File: src/rtl/rxq_pkg.sv
package rxq_pkg;

    localparam int RXQ_PIPE_W = 3;
    localparam int RXQ_LEN_W  = 6;
    localparam int RXQ_CFG_W  = 8;

    typedef struct packed {
        logic [RXQ_PIPE_W-1:0] pipe;
        logic [RXQ_LEN_W-1:0]  len;
    } rxq_desc_t;

    typedef enum logic [1:0] {
        WR_IDLE = 2'd0,
        WR_FILL = 2'd1,
        WR_SKIP = 2'd2
    } rxq_wr_state_e;

    function automatic logic rxq_len_ok(input logic [RXQ_LEN_W-1:0] len, input int max_len);
        return (len != '0) && (int'(len) <= max_len);
    endfunction

    function automatic int rxq_wrap_inc(input int v, input int n);
        return (v >= n - 1) ? 0 : v + 1;
    endfunction

endpackage

File: src/rtl/rxq_width_regs.sv
module rxq_width_regs
    import rxq_pkg::*;
#(
    parameter int NUM_PIPES = 6
) (
    input  logic                  clk,
    input  logic                  rst,
    input  logic                  cfg_we,
    input  logic [RXQ_PIPE_W-1:0] cfg_sel,
    input  logic [RXQ_CFG_W-1:0]  cfg_wdata,
    output logic [RXQ_CFG_W-1:0]  cfg_rdata,
    input  logic [RXQ_PIPE_W-1:0] look_pipe,
    output logic [RXQ_LEN_W-1:0]  look_len,
    output logic                  look_known
);

    logic [RXQ_LEN_W-1:0] width_arr [NUM_PIPES];
    logic                 unused_rsvd;

    assign unused_rsvd = ^cfg_wdata[RXQ_CFG_W-1:RXQ_LEN_W];

    generate
        for (genvar p = 0; p < NUM_PIPES; p++) begin : g_pipe
            logic [RXQ_LEN_W-1:0] w_q;
            always_ff @(posedge clk) begin
                if (rst) begin
                    w_q <= '0;
                end else if (cfg_we && (int'(cfg_sel) == p)) begin
                    w_q <= cfg_wdata[RXQ_LEN_W-1:0];
                end
            end
            assign width_arr[p] = w_q;
        end
    endgenerate

    always_comb begin
        cfg_rdata  = '0;
        look_len   = '0;
        look_known = 1'b0;
        for (int p = 0; p < NUM_PIPES; p++) begin
            if (int'(cfg_sel) == p) begin
                cfg_rdata = RXQ_CFG_W'(width_arr[p]);
            end
            if (int'(look_pipe) == p) begin
                look_len   = width_arr[p];
                look_known = 1'b1;
            end
        end
    end

endmodule

File: src/rtl/rxq_wr_ctrl.sv
module rxq_wr_ctrl
    import rxq_pkg::*;
#(
    parameter int NUM_PIPES = 6,
    parameter int MAX_BYTES = 32,
    parameter int BYTE_W    = 8,
    localparam int IDX_W    = $clog2(MAX_BYTES)
) (
    input  logic                  clk,
    input  logic                  rst,
    input  logic                  flush,
    input  logic                  wr_start,
    input  logic [RXQ_PIPE_W-1:0] wr_pipe,
    input  logic                  wr_valid,
    input  logic [BYTE_W-1:0]     wr_data,
    input  logic                  wr_end,
    input  logic [RXQ_LEN_W-1:0]  pipe_len,
    input  logic                  pipe_known,
    input  logic                  fifo_full,
    output logic                  byte_we,
    output logic [IDX_W-1:0]      byte_idx,
    output logic [BYTE_W-1:0]     byte_data,
    output logic                  commit,
    output rxq_desc_t             commit_desc,
    output logic                  err_len,
    output logic                  err_ovf
);

    rxq_wr_state_e        st_q;
    rxq_desc_t            cur_q;
    logic [RXQ_LEN_W-1:0] cnt_q;
    logic [RXQ_LEN_W-1:0] got;
    logic                 take;
    logic                 end_fill;
    logic                 short_end;
    logic                 start_bad;
    logic                 start_ovf;

    always_comb begin
        take      = (st_q == WR_FILL) && wr_valid && !wr_start && (cnt_q < cur_q.len);
        got       = cnt_q + RXQ_LEN_W'(take);
        end_fill  = (st_q == WR_FILL) && wr_end && !wr_start;
        commit    = end_fill && (got == cur_q.len) && !flush;
        short_end = end_fill && (got != cur_q.len) && !flush;
        start_bad = wr_start && !(pipe_known && rxq_len_ok(pipe_len, MAX_BYTES));
        start_ovf = wr_start && !start_bad && fifo_full;
    end

    assign byte_we     = take && !flush;
    assign byte_idx    = cnt_q[IDX_W-1:0];
    assign byte_data   = wr_data;
    assign commit_desc = cur_q;

    always_ff @(posedge clk) begin
        if (rst) begin
            st_q    <= WR_IDLE;
            cur_q   <= '0;
            cnt_q   <= '0;
            err_len <= 1'b0;
            err_ovf <= 1'b0;
        end else begin
            err_len <= !flush && (start_bad || short_end);
            err_ovf <= !flush && start_ovf;
            if (flush) begin
                st_q  <= WR_IDLE;
                cnt_q <= '0;
            end else if (wr_start) begin
                st_q       <= (start_bad || start_ovf) ? WR_SKIP : WR_FILL;
                cur_q.pipe <= wr_pipe;
                cur_q.len  <= pipe_len;
                cnt_q      <= '0;
            end else begin
                unique case (st_q)
                    WR_FILL: begin
                        if (wr_end) begin
                            st_q  <= WR_IDLE;
                            cnt_q <= '0;
                        end else begin
                            cnt_q <= got;
                        end
                    end
                    WR_SKIP: begin
                        if (wr_end) st_q <= WR_IDLE;
                    end
                    default: st_q <= WR_IDLE;
                endcase
            end
        end
    end

endmodule

File: src/rtl/rxq_slot_store.sv
module rxq_slot_store
    import rxq_pkg::*;
#(
    parameter int NUM_SLOTS = 3,
    parameter int MAX_BYTES = 32,
    parameter int BYTE_W    = 8,
    localparam int IDX_W    = $clog2(MAX_BYTES),
    localparam int SLOT_W   = (NUM_SLOTS > 1) ? $clog2(NUM_SLOTS) : 1,
    localparam int CNT_W    = $clog2(NUM_SLOTS + 1)
) (
    input  logic              clk,
    input  logic              rst,
    input  logic              flush,
    input  logic              byte_we,
    input  logic [IDX_W-1:0]  byte_idx,
    input  logic [BYTE_W-1:0] byte_data,
    input  logic              commit,
    input  rxq_desc_t         commit_desc,
    input  logic              rd_next,
    output logic              fifo_full,
    output logic              fifo_empty,
    output rxq_desc_t         head_desc,
    output logic [BYTE_W-1:0] rd_data,
    output logic              rd_last
);

    logic [BYTE_W-1:0] mem_q [NUM_SLOTS][MAX_BYTES];
    rxq_desc_t         desc_arr [NUM_SLOTS];
    logic [SLOT_W-1:0] wr_slot_q;
    logic [SLOT_W-1:0] rd_slot_q;
    logic [IDX_W-1:0]  rd_idx_q;
    logic [CNT_W-1:0]  count_q;
    logic              pop;
    logic              adv;

    always_ff @(posedge clk) begin
        if (byte_we) begin
            mem_q[wr_slot_q][byte_idx] <= byte_data;
        end
    end

    generate
        for (genvar s = 0; s < NUM_SLOTS; s++) begin : g_slot
            rxq_desc_t d_q;
            always_ff @(posedge clk) begin
                if (rst) begin
                    d_q <= '0;
                end else if (commit && (int'(wr_slot_q) == s)) begin
                    d_q <= commit_desc;
                end
            end
            assign desc_arr[s] = d_q;
        end
    endgenerate

    always_comb begin
        fifo_empty = (count_q == '0);
        fifo_full  = (count_q == CNT_W'(NUM_SLOTS));
        head_desc  = desc_arr[rd_slot_q];
        rd_last    = !fifo_empty &&
                     ((RXQ_LEN_W'(rd_idx_q) + RXQ_LEN_W'(1)) == head_desc.len);
        rd_data    = fifo_empty ? '0 : mem_q[rd_slot_q][rd_idx_q];
        pop        = rd_next && rd_last;
        adv        = rd_next && !fifo_empty && !rd_last;
    end

    always_ff @(posedge clk) begin
        if (rst || flush) begin
            wr_slot_q <= '0;
            rd_slot_q <= '0;
            rd_idx_q  <= '0;
            count_q   <= '0;
        end else begin
            if (commit) begin
                wr_slot_q <= SLOT_W'(rxq_wrap_inc(int'(wr_slot_q), NUM_SLOTS));
            end
            if (pop) begin
                rd_slot_q <= SLOT_W'(rxq_wrap_inc(int'(rd_slot_q), NUM_SLOTS));
                rd_idx_q  <= '0;
            end else if (adv) begin
                rd_idx_q <= rd_idx_q + IDX_W'(1);
            end
            unique case ({commit, pop})
                2'b10:   count_q <= count_q + CNT_W'(1);
                2'b01:   count_q <= count_q - CNT_W'(1);
                default: count_q <= count_q;
            endcase
        end
    end

endmodule

File: src/rtl/rxq_packet_fifo.sv
module rxq_packet_fifo
    import rxq_pkg::*;
#(
    parameter int NUM_PIPES = 6,
    parameter int NUM_SLOTS = 3,
    parameter int MAX_BYTES = 32,
    parameter int BYTE_W    = 8
) (
    input  logic                  clk,
    input  logic                  rst,
    input  logic                  flush,
    input  logic                  cfg_we,
    input  logic [RXQ_PIPE_W-1:0] cfg_sel,
    input  logic [RXQ_CFG_W-1:0]  cfg_wdata,
    output logic [RXQ_CFG_W-1:0]  cfg_rdata,
    input  logic                  wr_start,
    input  logic [RXQ_PIPE_W-1:0] wr_pipe,
    input  logic                  wr_valid,
    input  logic [BYTE_W-1:0]     wr_data,
    input  logic                  wr_end,
    input  logic                  rd_next,
    output logic                  err_len,
    output logic                  err_ovf,
    output logic                  rx_full,
    output logic                  rx_empty,
    output logic [RXQ_PIPE_W-1:0] rd_pipe,
    output logic [RXQ_LEN_W-1:0]  rd_len,
    output logic [BYTE_W-1:0]     rd_data,
    output logic                  rd_last
);

    localparam int IDX_W = $clog2(MAX_BYTES);

    logic [RXQ_LEN_W-1:0] pipe_len;
    logic                 pipe_known;
    logic                 byte_we;
    logic [IDX_W-1:0]     byte_idx;
    logic [BYTE_W-1:0]    byte_data;
    logic                 commit;
    rxq_desc_t            commit_desc;
    rxq_desc_t            head_desc;

    rxq_width_regs #(
        .NUM_PIPES (NUM_PIPES)
    ) u_regs (
        .clk        (clk),
        .rst        (rst),
        .cfg_we     (cfg_we),
        .cfg_sel    (cfg_sel),
        .cfg_wdata  (cfg_wdata),
        .cfg_rdata  (cfg_rdata),
        .look_pipe  (wr_pipe),
        .look_len   (pipe_len),
        .look_known (pipe_known)
    );

    rxq_wr_ctrl #(
        .NUM_PIPES (NUM_PIPES),
        .MAX_BYTES (MAX_BYTES),
        .BYTE_W    (BYTE_W)
    ) u_wr (
        .clk         (clk),
        .rst         (rst),
        .flush       (flush),
        .wr_start    (wr_start),
        .wr_pipe     (wr_pipe),
        .wr_valid    (wr_valid),
        .wr_data     (wr_data),
        .wr_end      (wr_end),
        .pipe_len    (pipe_len),
        .pipe_known  (pipe_known),
        .fifo_full   (rx_full),
        .byte_we     (byte_we),
        .byte_idx    (byte_idx),
        .byte_data   (byte_data),
        .commit      (commit),
        .commit_desc (commit_desc),
        .err_len     (err_len),
        .err_ovf     (err_ovf)
    );

    rxq_slot_store #(
        .NUM_SLOTS (NUM_SLOTS),
        .MAX_BYTES (MAX_BYTES),
        .BYTE_W    (BYTE_W)
    ) u_store (
        .clk         (clk),
        .rst         (rst),
        .flush       (flush),
        .byte_we     (byte_we),
        .byte_idx    (byte_idx),
        .byte_data   (byte_data),
        .commit      (commit),
        .commit_desc (commit_desc),
        .rd_next     (rd_next),
        .fifo_full   (rx_full),
        .fifo_empty  (rx_empty),
        .head_desc   (head_desc),
        .rd_data     (rd_data),
        .rd_last     (rd_last)
    );

    assign rd_pipe = head_desc.pipe;
    assign rd_len  = head_desc.len;

endmodule

File: config.mk
export PLATFORM = sky130hd
export DESIGN_NAME = rxq_packet_fifo
export DESIGN_NICKNAME = d
export VERILOG_FILES = /design/src/rtl/rxq_pkg.sv /design/src/rtl/rxq_width_regs.sv /design/src/rtl/rxq_wr_ctrl.sv /design/src/rtl/rxq_slot_store.sv /design/src/rtl/rxq_packet_fifo.sv
export SDC_FILE = /design/constraint.sdc
export NUM_CORES = 1
export LEC_CHECK = 0
export BUFFER_PORTS_ARGS = -buffer_cell sky130_fd_sc_hd__buf_2
export CELL_PAD_IN_SITES_DETAIL_PLACEMENT = 1
export CELL_PAD_IN_SITES_GLOBAL_PLACEMENT = 1
export CORE_MARGIN = 1
export CORE_UTILIZATION = 49
export DETAILED_ROUTE_END_ITERATION = 7
export PLACE_DENSITY = 0.72
export SLEW_MARGIN = 30
export SYNTH_ARGS = -nofsm -noshare
export SYNTH_HDL_FRONTEND = slang
export SYNTH_HIERARCHICAL = 1
export SYNTH_SLANG_ARGS = --single-unit
File: constraint.sdc
create_clock -name clk -period 3.25 [get_ports clk]
set_input_delay 0.325 -clock clk [delete_from_list [all_inputs] [get_ports clk]]
set_output_delay 0.325 -clock clk [all_outputs]
set_load 0.02 [all_outputs]
==> impl_metrics.ini, run 1 <==
[outcome]
outcome = finished with violations
violations = negative setup slack

[route]
routed_wirelength_mm = 96.4
dr_total_vias = 20575
drt_pass1_iterations = 5
drt_iter0_markers = 1985
ant_nets = 0
wl_per_cell_um = 28.5
vias_per_cell = 6.08
drc = 0

[cts]
cts_max_path_buffers = 3
cts_max_level = 3
cts_tree = yes
clkLatencyLatePin_ns = 0.65
cts_root_buffer = clkbuf_16
cts_buffers = 90
cts_sinks = 863
clkTransAtPathRegs_ns = 0.06

[setup_path]
cp-start-kind = register
crit_fanout = 8
max_stage_delay_ns = 0.57
cp.buffers_inverters = 4
cpMostUsedCell = mux4_2
r2r_cells = 18
path_delay_family = multiplexers
rr_startpoint = u_wr/commit_desc[1]
cp.arrival_ns = 3.32
slowest_stage = mux4_2
r2r_setup_slack_ns = -0.23
criticalPathCategory = reg -> out
worstPathCellList = buf_12 > buf_16 > mux4_2 > mux4_2 > nor2_1 > a21oi_1 > o2111ai_2 > buf_4 > o31ai_2 > buf_2
required_ns = 2.92
crit_path_end_kind = primary output
r2r_end = u_store/desc_arr[13]

[finish]
syn_to_final_growth_pct = 19.4
utilization_pct = 59.6
multiInputGateArea_mm2 = 0.00998
fillers = 6246
seq_area_mm2 = 0.0250
fin_nets = 2409
drive_gt1_share_pct = 30.7
design_area_mm2 = 0.0421

[sta]
fin_skew_ns = 0.0288
fin_ws_ns = -0.391
fmax_ghz = 0.275
min_period_ns = 3.64
hold_viol = 0
rsz0062_at_grt = true
maxSlewViolCount = 0
tightest_slew_ns = 0.953
setup_viol = 38
finalCritPeriodShare_pct = 112
slew_headroom_pct = 36.5

[pwr]
vdd_drop_max_mv = 0.389
finalPower_uw = 22800
p_leak_uw = 0.0137
powerDensity_mw_per_mm2 = 543

[grt]
grtUsageTotal_pct = 26.0
grt_max_degree = 97
gr-usage-met1_pct = 35.3
grtUsageMet3_pct = 3.79
grt_pass1_wl_mm = 140
gr-total-overflow = 0
grt_antenna_before_repair = 1
grt.busiest_layer = met2
grt_pass1_vias = 21628
grtUsageMet2_pct = 43.7

[placed_design]
gp_congestion = 0.783
numPortBuffers = 55
hpwl_mm = 57.6
dpl_cell_area_mm2 = 0.0378

[yosys]
synth_warnings = 6
synth_edf_count = 768
async_flop_share_pct = 0
ys.flop_type = edfxtp_1
netlist_area_mm2 = 0.0352
synth_largest_area_cell = edfxtp_1
synth.top_cell.area_share_pct = 65.5
synth_seq_cells = 863
synth_most_common_cell = edfxtp_1
synth_cell_types = 66
synthTopCellsByCount = edfxtp_1 (768), nor2_1 (201), mux4_2 (170)
synth_area_leaders = edfxtp_1 (65%), mux4_2 (11%), dfxtp_1 (5.4%)
postSynthAreaPerCell_um2 = 16.9
syn-instance-count = 2083
yosysSeqAreaShare_pct = 70.9

[floorplan]
ioPinCount = 60
initial_core_util_pct = 49.9
die_area_mm2 = 0.0729
fp.dieW_um = 270
row_count = 97
core_area_mm2 = 0.0705
die_y_um = 270

[hold_path]
hold_class = in -> reg
holdPathEnd = u_store/rd_idx_q[1]
hp-start = rd_next
hold_depth = 3

[job]
drv_cap = 0
per-stage QoR:
step / worst slack (ns) / setup TNS, ns / cells / hold WS, ns
final: -0.391 / -6.10 / 3386 / 0.0405
after global routing: -0.443 / -9.89 / 3385 / 0.0302
after CTS: -0.379 / -2.77 / 3351 / 0.00113
after detailed placement: -0.198 / -4.68 / 3160 / 0.450
after global placement: -0.180 / -2.73 / 3160 / 0.442
after floorplan: -0.0113 / -0.0113 / 2084 / 0.396
layer usage:
metal,vias up,wire length [um]
li1,8745,-
met2,705,48900
met3,145,5400
met1,10980,39700
met5,-,0
met4,0,2420
worst min-delay path: stages:
cell	delay [ns]
buf_2	0.14
nand4b_1	0.10
a21oi_1	0.07
state kept, by name, indices dropped and copies added (netlist names), named ones only:
name	cells
u_wr/commit_desc	9
u_wr/cnt_q	6
u_regs/g_pipe.w_q	36
u_store/rd_slot_q	2
u_store/mem_q	768
u_store/rd_idx_q	5
u_store/desc_arr	27
u_wr/err_ovf	1
u_wr/st_q	2
u_store/wr_slot_q	2
u_wr/err_len	1
u_store/count_q	2
power by group:
group | internal, uW | leakage, uW | total (uW) | switching, uW
clock | 6130 | 0.00147 | 10400 | 4270
sequential | 12100 | 0.00767 | 12100 | 11.5
combinational | 80.5 | 0.00459 | 359 | 278
worst max path at each step:
stage,endpoint,cells after the start,slack (ns),from
after global placement,u_store/count_q[1],16,-0.18,u_wr/commit_desc[1]
after CTS,rd_data[5],11,-0.38,register
final,rd_data[2],10,-0.39,register
after global routing,rd_data[3],11,-0.44,register
after detailed placement,u_store/count_q[1],16,-0.20,u_wr/commit_desc[1]
after floorplan,u_store/count_q[1],16,-0.01,u_wr/commit_desc[1]
area by class of cell:
type	instances	share of cell area [%]
antenna	1	0.00595
clock inverter	55	1.34
clock buffer	113	5.73
timing repair buffer	328	6.84
sequential	863	59.4
multi-input combinational	1075	23.7
tap	940	2.80
inverter	11	0.110
repair_timing:
action	CTS	global route
gates resized for setup	56	103
hold endpoints to repair	28	0
hold buffers	9	0
cloned	2	8
buffers inserted	12	26
endpoints found under the setup margin	40	50
pin swaps	14	62
logic make-up after synthesis:
kind of cell	after synthesis	synth area share [%]
xor+xnor	18	0.448
compound gates	255	4.48
buf+inv	149	2.19
mux	350	16.1
simple gates	437	5.57
fa+ha+maj	10	0.355
other cells	1	0.0107
flops	863	70.9
layout by cell type, fill, tap and decap left out, types with 10 or more instances in the layout:
cell type and n:
a21oi_1 66, a21oi_2 22, a22oi_1 16, a2bb2oi_1 10
buf_12 20, buf_2 43, buf_4 227, buf_6 16
bufinv_16 11, clkbuf_1 18, clkbuf_16 95, clkinv_1 21
clkinv_2 18, dfxtp_1 87, edfxtp_1 768, mux2i_1 161
mux4_2 170, nand2_1 115, nand2_2 16, nand2b_1 12
nor2_1 191, nor2b_1 13, o21ai_0 45, o21ai_1 15
No activity file was read; power rests on OpenSTA's default activity.
==> run 2: changes to the inputs <==
- CORE_UTILIZATION: 49 -> 55
- PLACE_DENSITY: 0.72 -> 0.76
- RECOVER_POWER: unset -> 100
- clock period: 3.25 -> 4.36 ns (I/O delays scaled with it)
==> run 2 against run 1 <==
Compared with the run above:
- the flow finishes with violations (max-capacitance violations, max-slew violations)
- sequential power is 25% lower
- first-iteration DRC count decreased by 11%
- final cell count decreased by 8.7%
- combinational power decreased by 33%
- routed wire length is 6.9% lower
- clock power down 27%
- flip-flop and latch count is the same
- largest power group unchanged
- highest routed layer is now met5
==> impl_metrics.ini, run 2 (synthesis gave the netlist of run 1 again) <==
[finish]
fin_nets = 2217
final_cell_mix = edfxtp_1 (768), nor2_1 (201), mux4_2 (170)
drive_gt1_share_pct = 17.6
antenna_cells = 0
syn_to_final_growth_pct = 11.4
layout_commonest_cell = edfxtp_1
largest_register_ff_count = 768
stdcell_count = 3091
regMostFlops = u_store/mem_q
fillers = 5556

[floorplan]
die_y_um = 255
initial_core_util_pct = 55.7
fp.dieW_um = 255
ioPinCount = 60
core_area_mm2 = 0.0632
row_count = 92
die_area_mm2 = 0.0650

[grt]
grt_pass1_wl_mm = 132
grt_antenna_before_repair = 2
grtUsageTotal_pct = 28.2
grt_pass1_vias = 20375
grt_max_degree = 97
gr-total-overflow = 0

[sta]
fin_ws_ns = 0.132
hold_viol = 0
fin_setup_tns_ns = 0
setup_viol = 0
slew_headroom_pct = -208
hold_slack_ns = 0.132
fmax_ghz = 0.237
fin_skew_ns = 0.0201
rsz0062_at_grt = false
maxSlewViolCount = 661
min_period_ns = 4.23
finalCritPeriodShare_pct = 97.0
tightest_slew_ns = 4.62

[cts]
cts_tree = yes
clkTransAtPathRegs_ns = 0.06
cts_post_setup_buffers_inserted = 0
cts_buffers = 86
cts_max_level = 3
cts_resized = 0
cts_hold_buffers = 0
cts_root_buffer = clkbuf_16
cts_max_path_buffers = 3
cts_sinks = 863
clkLatencyLatePin_ns = 0.64

[placed_design]
dp_cells = 2935
numPortBuffers = 55
hpwl_mm = 55.2
gp_congestion = 0.803
dp_worst_setup_slack_ns = 0.301

[route]
drc = 0
drt_iter0_markers = 1762
routed_wirelength_mm = 89.8
dr_total_vias = 19360
vias_per_cell = 6.26
drt_pass1_iterations = 5
ant_nets = 0
wl_per_cell_um = 29.1

[setup_path]
r2r_setup_slack_ns = 0.27
crit_fanout = 18
r2r_end = u_store/desc_arr[8]
rr_startpoint = u_wr/commit_desc[1]
criticalPathCategory = reg -> out
cp.arrival_ns = 3.79
r2r_cells = 16
crit_path_end_kind = primary output
cp-start-kind = register
required_ns = 3.92

[hold_path]
hold_depth = 2
hold_class = in -> reg
hp-start = flush
holdPathEnd = u_wr/st_q[1]

[outcome]
violations = max-capacitance violations, max-slew violations
outcome = finished with violations

[pwr]
p_leak_uw = 0.0122
powerDensity_mw_per_mm2 = 429
vdd_drop_max_mv = 0.323

[job]
drv_cap = 10
-- run 2: area by class of cell --
cell class / count / area [um2] / area share [%]
Clock buffer: 99 / 2280 / 5.83
Clock inverter: 57 / 589 / 1.50
Inverter: 11 / 41.3 / 0.105
Multi-Input combinational cell: 1072 / 9440 / 24.1
Sequential cell: 863 / 25000 / 63.7
Tap cell: 846 / 1060 / 2.70
Timing Repair Buffer: 143 / 820 / 2.09
-- run 2: stage by stage --
stage	instance area [um2]	utilization (%)	power [uW]
after global routing	39200	62.1	17200
final	39200	62.1	16800
after floorplan	35200	-	9320
after CTS	39500	62.5	16900
after detailed placement	36600	57.9	9430
after global placement	36600	57.9	9410
-- run 2: report_power, final --
part	internal (uW)	switching, uW	total [uW]
clock	4410	3150	7560
combinational	43.6	197	241
sequential	9010	8.34	9020
total	13500	3350	16800
-- run 2: layer usage --
layer	global-route usage, %	vias to the layer above	wire (um)
met5	0	-	15
met4	9.62	2	3010
met3	4.66	176	5790
met2	46.6	722	44900
met1	38.2	10101	36100
li1	-	8359	-
-- run 2: how the worst max path moves through the flow --
| stage | endpoint | cells past startpoint |
|---|---|---|
| finish | rd_data[6] | 8 |
| CTS | rd_data[0] | 8 |
| global placement | u_store/count_q[1] | 17 |
| global route | rd_data[0] | 8 |
| floorplan | u_store/desc_arr[0] | 17 |
| detailed placement | u_store/count_q[1] | 16 |
-- run 2: critical path: stages (launching register included) --
cell,delay [ns]
dfxtp_4,0.60
clkbuf_4,0.41
mux4_2,0.56
mux4_2,0.55
nor2_1,0.16
a21oi_1,0.12
o211ai_1,0.37
o21ai_1,0.18
clkbuf_2,0.19
